## src/rtl/lapic_timer_pkg.sv

```systemverilog
package lapic_timer_pkg;
    localparam int CNT_W   = 32;
    localparam int VEC_W   = 8;
    localparam int SHIFT_W = 3;
    localparam int WORD_W  = 32;

    localparam logic [1:0] A_ENTRY = 2'd0;
    localparam logic [1:0] A_START = 2'd1;
    localparam logic [1:0] A_CURR  = 2'd2;
    localparam logic [1:0] A_DIV   = 2'd3;

    localparam int MASK_BIT   = 16;
    localparam int REPEAT_BIT = 17;

    localparam logic [WORD_W-1:0] ENTRY_KEEP = 32'h0003_00FF;
    localparam logic [WORD_W-1:0] DIV_KEEP   = 32'h0000_000B;
    localparam logic [WORD_W-1:0] ENTRY_RST  = 32'h0001_0000;
endpackage

```

## src/rtl/lapic_timer_prescaler.sv

```systemverilog
module lapic_timer_prescaler
    import lapic_timer_pkg::*;
#(
    parameter int SW = SHIFT_W
) (
    input  logic          clk,
    input  logic          rst_n,
    input  logic          restart,
    input  logic [SW-1:0] shift,
    output logic          tick
);
    localparam int PW = (1 << SW) - 1;

    logic [PW-1:0] ph_d, ph_q;
    logic [PW:0]   full_mask;
    logic [PW-1:0] sel_mask;

    always_comb begin
        full_mask = ((PW+1)'(1) << shift) - (PW+1)'(1);
        sel_mask  = full_mask[PW-1:0];
        tick      = ((ph_q & sel_mask) == sel_mask);
        ph_d      = restart ? '0 : ph_q + PW'(1);
    end

    always_ff @(posedge clk) begin
        if (!rst_n) ph_q <= '0;
        else        ph_q <= ph_d;
    end

    // the phase is back at zero right after a restart
    assert_phase_restart_R3: assert property (@(posedge clk) disable iff (!rst_n)
        restart |=> (ph_q == '0));
endmodule

```

## src/rtl/lapic_timer_counter.sv

```systemverilog
module lapic_timer_counter
    import lapic_timer_pkg::*;
#(
    parameter int W = CNT_W
) (
    input  logic         clk,
    input  logic         rst_n,
    input  logic         load,
    input  logic [W-1:0] load_val,
    input  logic         tick,
    input  logic         repeat_mode,
    output logic [W-1:0] start_val,
    output logic [W-1:0] cur_val,
    output logic         expire
);
    typedef struct packed {
        logic [W-1:0] start;
        logic [W-1:0] cur;
    } cnt_st_t;

    cnt_st_t st_d, st_q;
    logic    active;

    always_comb begin
        st_d   = st_q;
        active = (st_q.start != '0) && (repeat_mode || (st_q.cur != '0));
        expire = 1'b0;
        if (load) begin
            st_d.start = load_val;
            st_d.cur   = load_val;
        end else if (tick && active) begin
            if (st_q.cur == '0) begin
                st_d.cur = st_q.start;
            end else begin
                st_d.cur = st_q.cur - W'(1);
                expire   = (st_q.cur == W'(1));
            end
        end
    end

    always_ff @(posedge clk) begin
        if (!rst_n) st_q <= '0;
        else        st_q <= st_d;
    end

    assign start_val = st_q.start;
    assign cur_val   = st_q.cur;

    assert_step_by_one_R1: assert property (@(posedge clk) disable iff (!rst_n)
        (!load && st_q.cur != '0) |=> (st_q.cur == $past(st_q.cur) || st_q.cur == $past(st_q.cur) - W'(1)));

    assert_oneshot_holds_R4: assert property (@(posedge clk) disable iff (!rst_n)
        (!load && !repeat_mode && st_q.cur == '0) |=> (st_q.cur == '0));

    assert_zero_start_idle_R9: assert property (@(posedge clk) disable iff (!rst_n)
        (st_q.start == '0) |-> (st_q.cur == '0));

    assert_load_wins_R10: assert property (@(posedge clk) disable iff (!rst_n)
        load |=> (st_q.cur == $past(load_val)));
endmodule

```

## src/rtl/lapic_timer.sv

```systemverilog
module lapic_timer
    import lapic_timer_pkg::*;
(
    input  logic              clk,
    input  logic              rst_n,
    input  logic              wr_en,
    input  logic [1:0]        wr_addr,
    input  logic [WORD_W-1:0] wr_data,
    input  logic [1:0]        rd_addr,
    output logic [WORD_W-1:0] rd_data,
    output logic              irq_valid,
    output logic [VEC_W-1:0]  irq_vector
);
    typedef struct packed {
        logic [WORD_W-1:0] entry;
        logic [WORD_W-1:0] div;
        logic              irq;
        logic [VEC_W-1:0]  vec;
    } top_st_t;

    top_st_t st_d, st_q;

    logic               start_wr;
    logic [SHIFT_W-1:0] code, shift;
    logic               tick, expire;
    logic [CNT_W-1:0]   start_val, cur_val;

    assign start_wr = wr_en && (wr_addr == A_START);
    assign code     = {st_q.div[3], st_q.div[1:0]};
    assign shift    = code + SHIFT_W'(1);

    lapic_timer_prescaler #(.SW(SHIFT_W)) u_pre (
        .clk     (clk),
        .rst_n   (rst_n),
        .restart (start_wr),
        .shift   (shift),
        .tick    (tick)
    );

    lapic_timer_counter #(.W(CNT_W)) u_cnt (
        .clk         (clk),
        .rst_n       (rst_n),
        .load        (start_wr),
        .load_val    (wr_data[CNT_W-1:0]),
        .tick        (tick),
        .repeat_mode (st_q.entry[REPEAT_BIT]),
        .start_val   (start_val),
        .cur_val     (cur_val),
        .expire      (expire)
    );

    always_comb begin
        st_d     = st_q;
        st_d.irq = expire && !st_q.entry[MASK_BIT];
        st_d.vec = st_q.entry[VEC_W-1:0];
        if (wr_en && wr_addr == A_ENTRY) st_d.entry = wr_data & ENTRY_KEEP;
        if (wr_en && wr_addr == A_DIV)   st_d.div   = wr_data & DIV_KEEP;
    end

    always_ff @(posedge clk) begin
        if (!rst_n) begin
            st_q.entry <= ENTRY_RST;
            st_q.div   <= '0;
            st_q.irq   <= 1'b0;
            st_q.vec   <= '0;
        end else begin
            st_q <= st_d;
        end
    end

    always_comb begin
        case (rd_addr)
            A_ENTRY: rd_data = st_q.entry;
            A_START: rd_data = start_val;
            A_CURR:  rd_data = cur_val;
            default: rd_data = st_q.div;
        endcase
    end

    assign irq_valid  = st_q.irq;
    assign irq_vector = st_q.vec;

    assert_pulse_single_R4: assert property (@(posedge clk) disable iff (!rst_n)
        irq_valid |=> !irq_valid);

    assert_pulse_at_zero_R4: assert property (@(posedge clk) disable iff (!rst_n)
        irq_valid |-> (cur_val == '0));

    assert_masked_silent_R6: assert property (@(posedge clk) disable iff (!rst_n)
        irq_valid |-> !$past(st_q.entry[MASK_BIT]));

    assert_start_write_no_pulse_R10: assert property (@(posedge clk) disable iff (!rst_n)
        start_wr |=> !irq_valid);
endmodule

```

## config.mk

```make
export PLATFORM = sky130hd
export DESIGN_NAME = lapic_timer
export DESIGN_NICKNAME = d
export VERILOG_FILES = /design/src/rtl/lapic_timer_pkg.sv /design/src/rtl/lapic_timer_prescaler.sv /design/src/rtl/lapic_timer_counter.sv /design/src/rtl/lapic_timer.sv
export SDC_FILE = /design/constraint.sdc
export NUM_CORES = 1
export LEC_CHECK = 0
export ABC_AREA = 1
export BUFFER_PORTS_ARGS = -buffer_cell sky130_fd_sc_hd__clkbuf_2
export CAP_MARGIN = 20
export CORE_UTILIZATION = 50
export DETAILED_ROUTE_END_ITERATION = 8
export PLACE_DENSITY = 0.68
export SLEW_MARGIN = 20
export SYNTH_ARGS = -nofsm -noshare
export SYNTH_HDL_FRONTEND = slang
export SYNTH_HIERARCHICAL = 1
export SYNTH_SLANG_ARGS = --single-unit
```

## constraint.sdc

```tcl
create_clock -name clk -period 4.31 [get_ports clk]
set_input_delay 0.2155 -clock clk [delete_from_list [all_inputs] [get_ports clk]]
set_output_delay 0.2155 -clock clk [all_outputs]
set_load 0.01 [all_outputs]
```

Yosys cells after proc, flatten, opt, wreduce, memory -nomap -nowiden --
Cells that the tools add are included.
Cells by class: add/sub/neg operators 4, eq/ne operators 6, shifts and indexed selects 1, muxes and demuxes 7, bitwise logic cells 2, reductions and logical operators 15
Operators by type and width (count):
- 32-bit two-way mux | 3
- 32-bit case mux with 3 select lines | 1
- 32-bit nonzero test | 2
- 32-bit by 1-bit equality test with 1-bit output (second input constant) | 1
- 32-bit logical NOT | 1
- 32-bit by 1-bit subtractor with 32-bit output (second input constant) | 1
- 7-bit by 1-bit adder with 7-bit output (second input constant) | 1
- 7-bit bitwise AND | 1
- 7-bit equality test | 1
- 1-bit by 3-bit left shift with 7-bit output (first input constant) | 1
- 7-bit by 2-bit subtractor with 7-bit output (second input constant) | 1
- 1-bit logical AND | 6
- 2-bit by 1-bit equality test with 1-bit output (second input constant) | 2
- 2-bit equality test (second input constant) | 2
- 2-bit logical NOT | 2
- 3-bit by 1-bit adder with 3-bit output (second input constant) | 1
- 1-bit two-way mux | 3
- 2-bit nonzero test | 1
- 2-bit OR reduction | 1
- 1-bit logical NOT | 1
- 1-bit logical OR | 1
- 1-bit NOT | 1
Word-level totals: register bits after elaboration 93, input bits 39

Depth between registers and ports, before layout --
depth after elaboration 9, gate-level depth with buffers 13, gate-level depth less buffers 13

Hierarchy --
The synthesis kept the hierarchy.
By module, submodules not included:
- lapic_timer_counter | instances 1, cells an instance 685, area each 4038.9 µm², sequential area each 1281.2 µm²
- lapic_timer | instances 1, cells an instance 246, area each 1446.4 µm², sequential area each 440.4 µm²
- lapic_timer_prescaler | instances 1, cells an instance 55, area each 361.6 µm², sequential area each 140.1 µm²

Worst setup path before layout --
Ideal clock, no wire load.
path kind register to register, from reg u_cnt.st_q (netlist bit u_cnt/cur_val[0]), to reg u_cnt.st_q (netlist bit u_cnt/cur_val[12]), setup time 0.115 ns, arrival time 1.669 ns, data required time 4.195 ns, slack 2.526 ns, cell stages (with the launch flop) 13, buffers on the path 1, path through dfxtp_1 > inv_1 > ha_1 > nand2_2 > nor2_8 > nand2_4 > nor2_8 > nand2_1 > nand3_2 > nand2_4 > buf_4 > o21bai_1 > nor2_1
Between the ends: cells in the longest elaborated chain, start to end 5, elaborated cells between the ends (all ways) 10, those cells by class 1 x add/sub; 3 x mux; 6 x reduce/logical
RTL lines:
- start, declared | line lapic_timer_counter.sv:21 | cnt_st_t st_d, st_q;
- start signal, assigned | line lapic_timer_counter.sv:43 | else st_q <= st_d;
- parallel branches: the longest is 5 deep, another holds 32-bit by 1-bit subtractor with 32-bit output
Several ways; the timed one is not identified. The select of a mux whose other input is x is not followed. A chain may end at the register's enable or synchronous reset.

Final worst setup path --
from reg u_cnt.st_q (netlist bit u_cnt/cur_val[0]), to reg u_cnt.st_q (netlist bit u_cnt/cur_val[9])
Same word-level chain as after synthesis.

==> impl_metrics.json <==
{
  "outcome": "finished, violations left",
  "failing_checks": "DRC",
  "rsz0062_at_grt": "no",
  "core_area_mm2": 0.0114,
  "critical_path.startpoint_type": "flop",
  "worstSetupEndpoint": "u_cnt/cur_val[9]$_SDFFE_PN0P_",
  "maximum_number_of_pins_on_one_net_before_global_route_repair": 45,
  "critical_path_arrival_ns": 2.92,
  "synth_common_cells": "337 x nand2_1, 180 x nor2_1, 102 x inv_1",
  "finalWorstSetupSlack_ns": 1.63,
  "hold_path_class": "in2reg",
  "cts_inserted_buffers": 9,
  "seq_area_frac_synth_pct": 31.8,
  "wl_met3_um": 943,
  "vias_per_cell": 5.06,
  "timing_hold_violations_final": 0,
  "cts_tree": "yes",
  "die_area_mm2": 0.0121,
  "asyncSetResetFlopFracSynth_pct": 0,
  "setup_total_negative_slack_ns": 0,
  "floorplan.rows": 39,
  "ant_nets": 0,
  "portBuffers": 79,
  "yosys_register_bits": 93,
  "nFillCells": 1248,
  "drive_above_1_share_pct": 12.1,
  "syn_area_per_cell_um2": 5.93,
  "worst_setup_path_end_kind": "flop",
  "routed_wirelength_um": 16400,
  "chipWidth_um": 110,
  "grt_pass1_wl_um": 26500,
  "maxCapViolations": 0,
  "place.gp.congestion": 0.923,
  "initial_core_util_pct": 51.2,
  "clock_sinks": 93,
  "powerDensity_mw_per_mm2": 427,
  "design.portCount": 80,
  "r2r-start": "u_cnt/cur_val[0]$_SDFFE_PN0P_",
  "netlist_top_cells_area": "dfxtp_1 32%, nand2_1 22%, nor2_1 12%, inv_1 6.5%, nand3_1 5.9%",
  "timing.critical_path.fanout_max": 44,
  "antenna-diode-count": 0,
  "overflow": 0,
  "yosysMostFrequentCell": "nand2_1",
  "synthToLayoutAreaGrowth_pct": 10.9,
  "slew_headroom_pct": 37.3,
  "place_hpwl_um": 11500,
  "final-max-slew-violation-count": 0,
  "yosys.cell_types.count": 31,
  "clk-insertion-delay-late_ns": 0.35,
  "cts_hold_repair.buffers": 0,
  "met2_length_um": 7240,
  "synth-main-ff-cell": "dfxtp_1",
  "worst_ep_required_ns": 4.55,
  "tightestPinTransition_ns": 0.937,
  "post_synth_inst_count": 986,
  "routedWlPerCell_um": 13.9,
  "worst_ir_drop_vdd_v": 0.000248,
  "antenna_found_initial": 0,
  "grt_pass1_vias": 5216,
  "post-route-util_pct": 56.8,
  "via_count": 5984,
  "initialDrtViolationCount": 458,
  "clock-skew-final_ns": 0.00902,
  "clk_pin_slew_worst_paths_ns": 0.07,
  "timing.final.crit_share_pct": 62.2,
  "first_pass_iters": 7,
  "total_leakage_power_nw": 3.30,
  "topRoutingLayerUsed": "met4",
  "timing_worst_setup_path_type": "reg2reg",
  "cts.path.max_buffers": 2,
  "post_cts_setup_buffers": 0,
  "yosysTopAreaCell": "dfxtp_1",
  "drt-met1-wl_um": 8030,
  "synth_warnings": 6,
  "ctsRootBufferMaster": "clkbuf_16",
  "achievable-frequency_mhz": 373,
  "yosys.area.top_type_share_pct": 31.8,
  "r2r.worst_path.cells": 12,
  "route.detailed.drc": 2,
  "worst_hold_startpoint": "wr_data[31]",
  "die_h_um": 110,
  "synth-edff-count": 0,
  "power_mw": 2.77,
  "cp-startpoint": "u_cnt/cur_val[0]$_SDFFE_PN0P_",
  "cts.htree.levels": 3,
  "post-place-ws_ns": 1.73,
  "post_cts_resize_count": 0,
  "final-setup-viol-count": 0,
  "syn_nets": 1029,
  "worst_r2r_endpoint": "u_cnt/cur_val[9]$_SDFFE_PN0P_",
  "worst-r2r-setup-slack_ns": 1.63,
  "mappedNetlistArea_mm2": 0.00585,
  "min_cycle_time_layout_ns": 2.68,
  "global_route.usage.total_pct": 28.6,
  "final_nets": 1077
}
## routing by layer
metal  track usage [%]  vias to the layer above
li1                  -                     3139
met1              41.2                     2636
met2              44.5                      193
met3              3.41                       16
met4              8.93                        0
met5                 0                        -
## power breakdown
group          total (mW)  switching [mW]  leakage (nW)  internal, mW
Combinational       0.904           0.611          2.39         0.293
Sequential           1.03           0.102         0.760         0.931
Clock               0.832           0.362         0.149         0.470
Total                2.77            1.07          3.30          1.69
## per-stage QoR
step           area, µm²  hold WS (ns)  cells
6_report            6480         0.116   1182
5_1_grt             6480         0.135   1182
4_1_cts             6480         0.105   1182
3_5_place_dp        6170         0.437   1166
3_3_place_gp        6170         0.435   1166
2_1_floorplan       5850         0.336    986
## cell usage in the layout, fill, tap and decap left out, types with 2 or more instances in the layout
cell type	n
a21oi_1	46
buf_4	5
clkbuf_16	9
clkbuf_2	79
clkinv_2	2
dfxtp_1	93
ha_1	4
inv_1	102
inv_2	2
inv_6	2
nand2_1	337
nand2_2	3
nand2_4	2
nand3_1	69
nand3_2	3
nand4_1	17
nor2_1	178
nor2_2	6
nor2_4	6
nor2_8	2
nor3_1	4
o21ai_0	16
o21ai_1	19
o21bai_1	13
xnor2_1	3
xor2_1	9
## state kept, by name, indices dropped and copies added (netlist names)
signal / count
irq_valid: 1
u_cnt/start_val: 32
u_cnt/cur_val: 32
st_d: 8
irq_vector: 8
st_q: 2
u_pre/ph_q: 7
code: 3
## how the worst min path moves through the flow
stage | depth (start not counted) | to | slack [ns]
floorplan | 2 | st_d[0]$_SDFFE_PN0P_ | 0.34
global placement | 2 | irq_vector[7]$_SDFF_PN0_ | 0.43
detailed placement | 2 | irq_vector[5]$_SDFF_PN0_ | 0.44
global route | 3 | u_cnt/start_val[30]$_SDFFE_PN0P_ | 0.14
finish | 3 | u_cnt/start_val[31]$_SDFFE_PN0P_ | 0.12
CTS | 3 | u_cnt/start_val[31]$_SDFFE_PN0P_ | 0.11
## critical path: stages, from the launching register on
cell      delay [ns]
dfxtp_1         0.42
inv_1           0.08
ha_1            0.27
nand2_2         0.16
nor2_8          0.08
nand2_4         0.10
nor2_8          0.05
nand2_1         0.07
nand3_2         0.09
nand2_4         0.42
clkinv_2        0.47
nor2_1          0.24
nor2_1          0.07
## kinds of logic after synthesis
group                    count (synthesis)  share of synthesized area, %
flip-flops                              93                          31.8
AO/OA/AOI/OAI                           95                          8.73
XOR/XNOR                                12                          1.80
buffers and inverters                  153                          11.9
adder cells (fa/ha/maj)                  4                         0.856
AND/OR/NAND/NOR                        629                          44.9
## final cells by class
type	instances	area (µm²)	area share (%)
multi-input cells	740	3300	50.9
inverters	106	399	6.16
repair buffers	84	433	6.68
clock buffers	10	239	3.69
clock inverters	6	68.8	1.06
well taps	143	179	2.76
flip-flops and latches	93	1860	28.7
Note: power is estimated with default switching activity, not from simulation.
